==> src/rtl/drq_pkg.sv <==
package drq_pkg;

  typedef enum logic [1:0] {
    ST_FREE = 2'd0,
    ST_PEND = 2'd1,
    ST_DONE = 2'd2,
    ST_MABT = 2'd3
  } slot_st_e;

  localparam logic [1:0] RSP_RETRY   = 2'd1;
  localparam logic [1:0] RSP_DATA    = 2'd2;
  localparam logic [1:0] RSP_NOCLAIM = 2'd3;

  localparam logic [1:0] CPL_DATA   = 2'd0;
  localparam logic [1:0] CPL_RETRY  = 2'd1;
  localparam logic [1:0] CPL_MABORT = 2'd2;

  localparam logic [15:0] DEF_WAIT_LIMIT = 16'h8000;

endpackage

==> src/rtl/drq_entry.sv <==
module drq_entry
  import drq_pkg::*;
#(
  parameter int AW  = 32,
  parameter int BEW = 4,
  parameter int TW  = 16
) (
  input  logic           clk,
  input  logic           rst,
  input  logic           alloc,
  input  logic [AW-1:0]  a_addr,
  input  logic           a_pref,
  input  logic [BEW-1:0] a_be,
  input  logic           cpl_ok,
  input  logic           cpl_abt,
  input  logic           release_i,
  input  logic [TW-1:0]  wait_limit,
  output slot_st_e       st,
  output logic [AW-1:0]  e_addr,
  output logic           e_pref,
  output logic [BEW-1:0] e_be,
  output logic           expire
);

  slot_st_e      st_q;
  logic [TW-1:0] timer_q;
  logic          waiting;

  assign st      = st_q;
  assign waiting = (st_q == ST_DONE) || (st_q == ST_MABT);
  assign expire  = waiting && !release_i && (timer_q == wait_limit);

  always_ff @(posedge clk) begin
    if (rst) begin
      st_q    <= ST_FREE;
      timer_q <= '0;
    end else begin
      unique case (st_q)
        ST_FREE: begin
          if (alloc) st_q <= ST_PEND;
        end
        ST_PEND: begin
          if (cpl_ok) begin
            st_q    <= ST_DONE;
            timer_q <= '0;
          end else if (cpl_abt) begin
            st_q    <= ST_MABT;
            timer_q <= '0;
          end
        end
        default: begin
          if (release_i || expire) st_q <= ST_FREE;
          else                     timer_q <= timer_q + 1'b1;
        end
      endcase
    end
  end

  // request fields carry no reset: they are only read while the slot is held
  always_ff @(posedge clk) begin
    if (alloc && st_q == ST_FREE) begin
      e_addr <= a_addr;
      e_pref <= a_pref;
      e_be   <= a_be;
    end
  end

  AST_ALLOC_ONLY_FREE: assert property (@(posedge clk) disable iff (rst)
    alloc |-> (st_q == ST_FREE));

  AST_EXPIRE_FREES: assert property (@(posedge clk) disable iff (rst)
    expire |=> (st_q == ST_FREE));

  AST_DONE_HOLDS: assert property (@(posedge clk) disable iff (rst)
    (st_q == ST_DONE && !release_i && !expire) |=> (st_q == ST_DONE));

  AST_RELEASE_COMPLETED: assert property (@(posedge clk) disable iff (rst)
    release_i |-> waiting);

endmodule

==> src/rtl/drq_match.sv <==
module drq_match
  import drq_pkg::*;
#(
  parameter int DEPTH = 4,
  parameter int AW    = 32,
  parameter int BEW   = 4,
  localparam int PW   = (DEPTH > 1) ? $clog2(DEPTH) : 1
) (
  input  logic                      clk,
  input  logic                      rst,
  input  logic                      req_valid,
  input  logic [AW-1:0]             req_addr,
  input  logic                      req_pref,
  input  logic [BEW-1:0]            req_be,
  input  logic [DEPTH-1:0]          held,
  input  logic [DEPTH-1:0][AW-1:0]  s_addr,
  input  logic [DEPTH-1:0]          s_pref,
  input  logic [DEPTH-1:0][BEW-1:0] s_be,
  output logic [DEPTH-1:0]          hit,
  output logic [DEPTH-1:0]          be_eq,
  output logic                      any_hit,
  output logic [PW-1:0]             hit_idx
);

  for (genvar g = 0; g < DEPTH; g++) begin : g_cmp
    assign hit[g]   = req_valid && held[g] && (s_addr[g] == req_addr) && (s_pref[g] == req_pref);
    assign be_eq[g] = (s_be[g] == req_be);
  end

  assign any_hit = |hit;

  always_comb begin
    hit_idx = '0;
    for (int i = 0; i < DEPTH; i++) begin
      if (hit[i]) hit_idx = PW'(i);
    end
  end

  AST_HIT_ONEHOT: assert property (@(posedge clk) disable iff (rst)
    $onehot0(hit));

endmodule

==> src/rtl/drq_data_ram.sv <==
module drq_data_ram #(
  parameter int DEPTH = 4,
  parameter int DW    = 32,
  localparam int PW   = (DEPTH > 1) ? $clog2(DEPTH) : 1
) (
  input  logic          clk,
  input  logic          we,
  input  logic [PW-1:0] waddr,
  input  logic [DW-1:0] wdata,
  input  logic [PW-1:0] raddr,
  output logic [DW-1:0] rdata
);

  logic [DW-1:0] mem [DEPTH];

  always_ff @(posedge clk) begin
    if (we) mem[waddr] <= wdata;
    rdata <= mem[raddr];
  end

endmodule

==> src/rtl/drq_queue.sv <==
module drq_queue
  import drq_pkg::*;
#(
  parameter int DEPTH = 4,
  parameter int AW    = 32,
  parameter int DW    = 32,
  parameter int BEW   = 4,
  parameter int TW    = 16
) (
  input  logic           clk,
  input  logic           rst,
  input  logic           req_valid,
  input  logic [AW-1:0]  req_addr,
  input  logic           req_pref,
  input  logic [BEW-1:0] req_be,
  output logic           rsp_valid,
  output logic [1:0]     rsp_code,
  output logic [DW-1:0]  rsp_data,
  output logic           fwd_valid,
  output logic [AW-1:0]  fwd_addr,
  output logic           fwd_pref,
  output logic [BEW-1:0] fwd_be,
  input  logic           cpl_valid,
  input  logic [1:0]     cpl_code,
  input  logic [DW-1:0]  cpl_data,
  input  logic [TW-1:0]  wait_limit,
  output logic           tmo_pulse
);

  localparam int PW = (DEPTH > 1) ? $clog2(DEPTH) : 1;
  localparam logic [PW-1:0] LAST = PW'(DEPTH - 1);

  logic [PW-1:0] head_q, tail_q;

  slot_st_e                  st_v [DEPTH];
  logic [DEPTH-1:0]          held;
  logic [DEPTH-1:0][AW-1:0]  s_addr;
  logic [DEPTH-1:0]          s_pref;
  logic [DEPTH-1:0][BEW-1:0] s_be;
  logic [DEPTH-1:0]          expire_v;
  logic [DEPTH-1:0]          alloc_v, ok_v, abt_v, rel_v;

  logic [DEPTH-1:0] hit, be_eq;
  logic             any_hit;
  logic [PW-1:0]    hit_idx;

  logic     cpl_take, cpl_ok, cpl_abt, cpl_end;
  logic     alloc_go, serve_go;
  slot_st_e hit_st;
  logic [1:0] code_d;

  // forward side: the slot under the head pointer, while it still awaits completion
  assign fwd_valid = (st_v[head_q] == ST_PEND);
  assign fwd_addr  = s_addr[head_q];
  assign fwd_pref  = s_pref[head_q];
  assign fwd_be    = s_pref[head_q] ? '0 : s_be[head_q];

  assign cpl_take = cpl_valid && fwd_valid;
  assign cpl_ok   = cpl_take && (cpl_code == CPL_DATA);
  assign cpl_abt  = cpl_take && (cpl_code == CPL_MABORT);
  assign cpl_end  = cpl_ok || cpl_abt;

  // initiator side decision
  assign hit_st   = st_v[hit_idx];
  assign serve_go = any_hit && be_eq[hit_idx] && ((hit_st == ST_DONE) || (hit_st == ST_MABT));
  assign alloc_go = req_valid && !any_hit && (st_v[tail_q] == ST_FREE);

  always_comb begin
    code_d = RSP_RETRY;
    if (serve_go) code_d = (hit_st == ST_DONE) ? RSP_DATA : RSP_NOCLAIM;
  end

  for (genvar g = 0; g < DEPTH; g++) begin : g_slot
    assign alloc_v[g] = alloc_go && (tail_q == PW'(g));
    assign ok_v[g]    = cpl_ok   && (head_q == PW'(g));
    assign abt_v[g]   = cpl_abt  && (head_q == PW'(g));
    assign rel_v[g]   = serve_go && (hit_idx == PW'(g));
    assign held[g]    = (st_v[g] != ST_FREE);

    drq_entry #(.AW(AW), .BEW(BEW), .TW(TW)) u_entry (
      .clk        (clk),
      .rst        (rst),
      .alloc      (alloc_v[g]),
      .a_addr     (req_addr),
      .a_pref     (req_pref),
      .a_be       (req_be),
      .cpl_ok     (ok_v[g]),
      .cpl_abt    (abt_v[g]),
      .release_i  (rel_v[g]),
      .wait_limit (wait_limit),
      .st         (st_v[g]),
      .e_addr     (s_addr[g]),
      .e_pref     (s_pref[g]),
      .e_be       (s_be[g]),
      .expire     (expire_v[g])
    );
  end

  drq_match #(.DEPTH(DEPTH), .AW(AW), .BEW(BEW)) u_match (
    .clk       (clk),
    .rst       (rst),
    .req_valid (req_valid),
    .req_addr  (req_addr),
    .req_pref  (req_pref),
    .req_be    (req_be),
    .held      (held),
    .s_addr    (s_addr),
    .s_pref    (s_pref),
    .s_be      (s_be),
    .hit       (hit),
    .be_eq     (be_eq),
    .any_hit   (any_hit),
    .hit_idx   (hit_idx)
  );

  drq_data_ram #(.DEPTH(DEPTH), .DW(DW)) u_ram (
    .clk   (clk),
    .we    (cpl_ok),
    .waddr (head_q),
    .wdata (cpl_data),
    .raddr (hit_idx),
    .rdata (rsp_data)
  );

  always_ff @(posedge clk) begin
    if (rst) begin
      head_q    <= '0;
      tail_q    <= '0;
      rsp_valid <= 1'b0;
      rsp_code  <= '0;
      tmo_pulse <= 1'b0;
    end else begin
      if (alloc_go) tail_q <= (tail_q == LAST) ? '0 : tail_q + 1'b1;
      if (cpl_end)  head_q <= (head_q == LAST) ? '0 : head_q + 1'b1;
      rsp_valid <= req_valid;
      rsp_code  <= req_valid ? code_d : 2'd0;
      tmo_pulse <= |expire_v;
    end
  end

  AST_RSP_TIMING: assert property (@(posedge clk) disable iff (rst)
    req_valid |=> rsp_valid);

  AST_RSP_IDLE: assert property (@(posedge clk) disable iff (rst)
    !req_valid |=> !rsp_valid);

  AST_RETRY_REISSUES: assert property (@(posedge clk) disable iff (rst)
    (fwd_valid && cpl_valid && cpl_code == CPL_RETRY) |=> (fwd_valid && fwd_addr == $past(fwd_addr)));

  AST_TMO_SINGLE: assert property (@(posedge clk) disable iff (rst)
    tmo_pulse |-> $onehot0(expire_v) || !$past(tmo_pulse));

endmodule

==> config.mk <==
export PLATFORM = sky130hd
export DESIGN_NAME = drq_queue
export DESIGN_NICKNAME = d
export VERILOG_FILES = /design/src/rtl/drq_pkg.sv /design/src/rtl/drq_entry.sv /design/src/rtl/drq_match.sv /design/src/rtl/drq_data_ram.sv /design/src/rtl/drq_queue.sv
export SDC_FILE = /design/constraint.sdc
export NUM_CORES = 1
export LEC_CHECK = 0
export ABC_CLOCK_PERIOD_IN_PS = 2500
export CORE_MARGIN = 2
export CORE_UTILIZATION = 52
export DETAILED_ROUTE_END_ITERATION = 8
export PLACE_DENSITY = 0.87
export SYNTH_ARGS = -nofsm -noshare
export SYNTH_HDL_FRONTEND = slang
export SYNTH_SLANG_ARGS = --single-unit
==> constraint.sdc <==
create_clock -name clk -period 2.5 [get_ports clk]
set_input_delay 0.375 -clock clk [delete_from_list [all_inputs] [get_ports clk]]
set_output_delay 0.375 -clock clk [all_outputs]
set_load 0.05 [all_outputs]
Word-level counts from Yosys, hierarchy flattened
Memories as Yosys holds them, arrays and structs flattened. A register that Yosys moved wholly into a read port is not among the register bits. Index checks and enable logic that the tools add are counted.

Register bits after elaboration: 228. RAM bits: 128. Input port bits: 91. Memories: 1.

Memories: u_ram.mem (words 4, width 32, rd ports 1, clocked after memory_dff 1, write ports 1, RTL line drq_data_ram.sv:14) `logic [DW-1:0] mem [DEPTH];`.

Add/sub/neg operators: 6. Order comparisons: 5. Equal/unequal tests: 53. Multiplexer cells: 63. Bitwise logic cells: 9. Reductions and logical operators: 91.

Operator list (number): $mux 16 (12); $eq 32x32->1 (4); $pmux 16 s2 (4); $add 16x1->16 const B (4); $bmux 32 s2 (1); $eq 16x16->1 (4); $mux 2 (26); $logic_and 1x1->1 (47); $eq 2x2->1 const B (17); $mux 32 (1); $reduce_and 3->1 (8); $logic_not 2->1 (9); $eq 2x1->1 const B (8); $eq 4x4->1 (4); $pmux 2 s2 (4); $bmux 2 s2 (3); $ne 3x1->1 const B (4); $reduce_bool 3->1 (4); $logic_or 1x1->1 (10); $ge 3x3->1 const B (3); $not 2->3 (3); $bmux 4 s2 (1); $mux 4 (2); $ne 2x1->1 const B (4); other kinds (12) (40).

Logic depth before layout (Yosys ltp)
Depth after elaboration: 21. Depth in mapped cells: 10.

By module
A second synthesis with hierarchy kept.

Cell total of the unflattened synthesis: 1222. Area, all modules: 17698.2 µm².

Modules (own cells, without submodules): drq_entry (instances 4, cells each 169, area an instance 2272.2 µm²); drq_data_ram (instances 1, cells each 203, area an instance 5330.1 µm²); drq_match (instances 1, cells each 208, area an instance 1660.3 µm²); drq_queue (instances 1, cells each 135, area an instance 1619.1 µm²).

Least setup slack after synthesis
No wires, ideal clock.

Path type: register -> register. From: register g_slot[0].u_entry.st_q[0]. To: register g_slot[0].u_entry.st_q[0]. Setup time: 0.132 ns. Data arrival time: 2.682 ns. Data required time: 2.368 ns. Slack: -0.314 ns. Stages on the path, launching flop included: 10. Buffers on the path: 1. Clock period less this slack: 2.814 ns. Cell sequence: dfxtp_1 -> nor2b_1 -> mux4_2 -> and3b_1 -> buf_6 -> nor2b_1 -> and2_1 -> nor2_1 -> o21ai_0 -> a21oi_1.

Elaborated cells between the ends (all ways): 46.

RTL lines: start, declared (RTL line drq_entry.sv:25) `slot_st_e st_q;`; start signal, assigned (RTL line drq_entry.sv:35) `st_q <= ST_FREE;`; start signal, assigned (RTL line drq_entry.sv:40) `if (alloc) st_q <= ST_PEND;`; start signal, assigned (RTL line drq_entry.sv:44) `st_q <= ST_DONE;`; $bmux 2 s2 (*) (RTL line drq_queue.sv:53) `assign fwd_valid = (st_v[head_q] == ST_PEND);`; $mux 2 (not written as such) (*) (2 in series) (RTL line drq_queue.sv:53); $eq 2x1->1 (*) (RTL line drq_queue.sv:53); named net fwd_valid (RTL line drq_queue.sv:19) `output logic fwd_valid,`; $logic_and 1x1->1 (*) (RTL line drq_queue.sv:58) `assign cpl_take = cpl_valid && fwd_valid;`; $logic_and 1x1->1 (on tied branches) (RTL line drq_queue.sv:60, drq_queue.sv:59); $logic_and 1x1->1 (on tied branches) (RTL line drq_queue.sv:76, drq_queue.sv:75); $ne 3x1->1 (no line) or $mux 2 (tied branches); $reduce_and 3->1 (no line) or $pmux 2 s2 (tied branches).

The timed path passes the listed nets; every way through them passes the cells marked *. The select of a mux whose other input is x is not followed. A chain may end at the register's enable or synchronous reset.

Worst setup path after layout
From: input req_addr[6]. To: register g_slot[0].u_entry.timer_q[12].

Cells in the longest elaborated chain, start to end: 20. Elaborated cells between the ends (all ways): 35.

RTL lines: start, declared (RTL line drq_queue.sv:13) `input logic [AW-1:0] req_addr,`; $eq 32x32->1 (RTL line drq_match.sv:26) `assign hit[g] = req_valid && held[g] && (s_addr[g] == req_addr) && (s_pref[g] == req_pref);`; $logic_and 1x1->1 (2 in series) (RTL line drq_match.sv:26); $mux 1 (RTL line drq_match.sv:35) `if (hit[i]) hit_idx = PW'(i);`; $mux 2 (2 in series) (RTL line drq_match.sv:35); $not 2->3 (not written as such) (RTL line drq_queue.sv:64) `assign hit_st = st_v[hit_idx];`; $bmux 2 s2 (RTL line drq_queue.sv:64); $mux 2 (not written as such) (2 in series) (RTL line drq_queue.sv:64); $eq 2x2->1 (RTL line drq_queue.sv:65) `assign serve_go = any_hit && be_eq[hit_idx] && ((hit_st == ST_DONE) || (hit_st == ST_MABT));`; $logic_or 1x1->1 (RTL line drq_queue.sv:65); $logic_and 1x1->1 (RTL line drq_queue.sv:65); $logic_and 1x1->1 (*) (RTL line drq_queue.sv:77) `assign rel_v[g] = serve_go && (hit_idx == PW'(g));`; $logic_not 1->1 (RTL line drq_entry.sv:31) `assign expire = waiting && !release_i && (timer_q == wait_limit);`; $logic_and 1x1->1 (2 in series) (RTL line drq_entry.sv:31); $logic_or 1x1->1 (*) (RTL line drq_entry.sv:52) `if (release_i || expire) st_q <= ST_FREE;`; $ne 2x2->1 (no line) (*); $reduce_and 3->1 (no line) (*); end signal, assigned (RTL line drq_entry.sv:53) `else timer_q <= timer_q + 1'b1;`; end, declared (RTL line drq_entry.sv:26) `logic [TW-1:0] timer_q;`.

Every way passes the cells marked *; elsewhere a longest branch is shown, timed or not. The select of a mux whose other input is x is not followed.

==> metrics.cfg <==
[final_layout]
final_nets=1847
area_delta_synth_final_pct=41.7
final_cells=2220
fin_util=0.751
num-fill-cells=1761
final_layout_size_suffix_gt1_frac=0.312

[floorplanning]
die_h_microns=186
ios=165
num_rows=66
start_util=0.530
core_area_sq_um=32600
die-area_sq_um=34700
die_w_microns=186

[global_routing]
grt_max_degree=65
antenna_found_initial=4
grt.overflow.total=0
grt_pass1_wl_microns=81000
first_global_vias=13600
grtUsageTotal=0.305

[critical_path]
regToRegStartpoint=g_slot[0].u_entry.e_addr[6]
cp-start-kind=input port
path_cells=clkdlybuf4s50_1 -> buf_4 -> xnor2_1 -> nand4_1 -> nor4_2 -> nand4_1 -> nor4_2 -> buf_4 -> o21ai_1 -> buf_4 -> nand4_1 -> mux2i_1
endpoint_kind=register
r2r_slack_ns=-0.85
max_stage_delay_ns=0.55
arrival_ns=3.93
crit_fanout=7
critPathSlowestCell=clkdlybuf4s50_1
cp_data_required_time_ns=2.96
crit_type=input port to register
ff2ff_path_depth=10
timing.rr.end=g_slot[0].u_entry.timer_q[12]

[placed_design]
placed_cells=2059
portBuffers=164
place_ws_ns=-1.15
place_congestion=0.947
dpl.hpwl_microns=30400

[drt]
ant_nets=0
drtIter0Drc=1888
wl_per_cell_microns=26.8
via_per_inst=6.25
first_pass_iters=5
drt_drc_violations_left=0
vias=13900
wl_microns=59500

[synthesis]
synthSimpleGateAreaFrac=0.119
muxShareOfSynthArea=0.0775
synth_compound_area_frac=0.0471
synthAdderAreaFrac=0.00869
synth_edf_count=276
syn_nets=1435
yosysWarnings=0
synth-seq-cells=388
synth_top_family_by_area=XOR/XNOR gates
syn_area_sq_um=17300
synthXorXnorAreaFrac=0.124
synthTopCellsByArea=edfxtp_1 (48%), dfxtp_1 (13%), xor2_1 (6.2%)
netlist-cell-type-count=55
ys_seq_area_frac=0.609
syn_area_per_cell_sq_um=13.0
syn_inst=1332
synth_area_leader_cell=edfxtp_1
ys_async_sr_fraction=0
synthFlopType=edfxtp_1
synth_top_area_share=0.480

[clock_tree]
cts.sinks=388
cts_tree=yes
cts_buffers=40
ctsHoldBuffers=0
clock_path_buffers=3
clock-root-buffer=clkbuf_16
clkTransAtPathRegs_ns=0.07
htreeDepth=2
worst_skew_pair.late_latency_ns=0.56

[timing]
worst_pin_slew_ns=0.735
finClkSkew_ns=0.0341
setup_viol=258
rsz0062_at_grt=yes
setup-tns-final_ns=-178.01
worst_slack_ns=-0.967
fin_crit_ns=3.47
period_share=1.39
timing.fmax_mhz=288
slew_viol_final=0
slew_headroom=0.505
hold_viol=0

[power]
vdd_drop_max_v=0.000774
switchingPower_mw=4.11
p_int_mw=11.6
pwr-share-comb=0.148
pwr-share-seq=0.462
power.density_nw_per_um2=642
clkPwrFrac=0.390
power_switching_share=0.261
p_leak_nw=9.14
power_mw=15.7

[worst_hold_path]
min_from=req_addr[31]
hp-class=input port to register
hold_depth=1
hold_end=g_slot[3].u_entry.e_addr[31]

[outcome]
violations=negative setup slack
status=finished with violations

[run]
maxCapViolations=0

-- worst max-delay path: cells and delay by family --
family | cells | cell delay, ns
XOR/XNOR | 1 | 0.53
AND/OR/NAND/NOR | 5 | 1.61
AO/OA/AOI/OAI | 1 | 0.07
multiplexers | 1 | 0.18
buffers and inverters | 4 | 1.15
-- layout make-up --
type / instances / area, sq um / share of cell area
diodes: 3 / 7.51 / 0.000307
clock buffers: 56 / 1140 / 0.0467
clock inverters: 17 / 179 / 0.00731
inverters: 14 / 81.3 / 0.00332
multi-input cells: 884 / 7460 / 0.305
flip-flops and latches: 388 / 10500 / 0.430
well taps: 442 / 553 / 0.0226
repair buffers: 416 / 4520 / 0.185
-- logic make-up (layout without fill, tap and decap cells) --
group,count (synthesis),after routing
simple gates,402,403
flops,388,388
xor+xnor,245,245
compound gates,139,139
mux,85,85
buf+inv,61,503
fa+ha+maj,12,12
other cells,0,3
-- metrics by stage --
stage                     hold WS, ns  area [sq um]
after floorplan                 0.418         17300
after global placement          0.422         20800
after detailed placement        0.433         20800
after CTS                       0.318         23500
after global routing            0.288         24500
final                           0.284         24500
-- cell usage after synthesis, types with 2 or more instances --
master,number
or3b_2,2
nor2_1,76
o21ai_1,4
nor2b_1,9
nor4b_1,3
or4_1,11
clkbuf_1,32
a21oi_1,18
buf_6,2
or2_1,2
nand3_1,33
or3_1,7
nand2_1,114
xor2_1,123
dfxtp_1,112
mux4_2,39
buf_1,8
and3_1,22
o2111ai_1,8
nand4_1,47
mux2i_1,46
nand2b_1,9
buf_2,5
inv_1,13
o211ai_1,11
a31oi_1,5
o31ai_1,3
xnor2_1,122
nor4_1,32
o41ai_1,3
and2_1,9
nand3b_1,4
nand4b_1,2
o21ai_0,81
nor3_1,9
ha_1,12
edfxtp_1,276
-- worst max-delay path by stage --
stage / slack, ns / end / start
3_5_place_dp: -1.15 / g_slot[3].u_entry.e_addr[28] / req_addr[13]
2_1_floorplan: -0.21 / g_slot[3].u_entry.e_addr[0] / g_slot[2].u_entry.e_addr[8]
4_1_cts: -0.27 / g_slot[0].u_entry.timer_q[7] / g_slot[3].u_entry.e_addr[29]
6_report: -0.97 / g_slot[0].u_entry.timer_q[12] / req_addr[6]
5_1_grt: -0.98 / g_slot[0].u_entry.timer_q[10] / req_addr[6]
3_3_place_gp: -0.98 / g_slot[0].u_entry.timer_q[3] / req_addr[6]
-- registers in the layout (all words and copies together), names as in the netlist --
name and count:
g_slot.u_entry.e_addr 128, g_slot.u_entry.e_be 16, g_slot.u_entry.e_pref 4, g_slot.u_entry.st 8
g_slot.u_entry.timer_q 64, head_q 2, rsp_code 2, rsp_valid 1
tail_q 2, tmo_pulse 1, u_ram.mem 128, u_ram.rdata 32
-- cell usage in the layout (no fill, tap or decap), types with 13 or more instances in the layout --
cell / n
nand3_1: 24
and3_1: 20
mux2i_1: 45
mux4_2: 39
nor4_1: 21
xor2_1: 119
clkdlybuf4s50_1: 116
nand4_1: 47
o21ai_1: 22
nand2_2: 15
dfxtp_1: 106
o21ai_2: 21
xnor2_1: 113
clkbuf_16: 53
buf_6: 31
buf_16: 13
nand2_1: 87
buf_12: 34
nor2_1: 74
o21ai_0: 37
buf_4: 194
edfxtp_1: 276
-- power by group through the flow --
stage               clock network, mW  registers (mW)  logic, mW
floorplan                           0            7.38      0.998
global placement                    0            7.35       1.90
detailed placement                  0            7.37       1.92
CTS                              6.06            7.24       2.17
global route                     6.41            7.28       2.37
finish                           6.13            7.27       2.32
-- routing by layer --
| metal | routed length (microns) | vias up | GRT usage |
|---|---|---|---|
| met4 | 4360 | 2 | 0.172 |
| met2 | 28600 | 1102 | 0.515 |
| met5 | 17 | - | 0 |
| met3 | 6440 | 303 | 0.0598 |
| met1 | 20100 | 6703 | 0.368 |
| li1 | - | 5764 | - |
-- repair_timing --
item,4_1_cts,5_1_grt
cloned,22,12
buffers inserted,35,38
pin swaps,39,65
resized for setup,124,198
endpoints found under the setup margin,290,391
No activity file was read; power rests on OpenSTA's default activity.
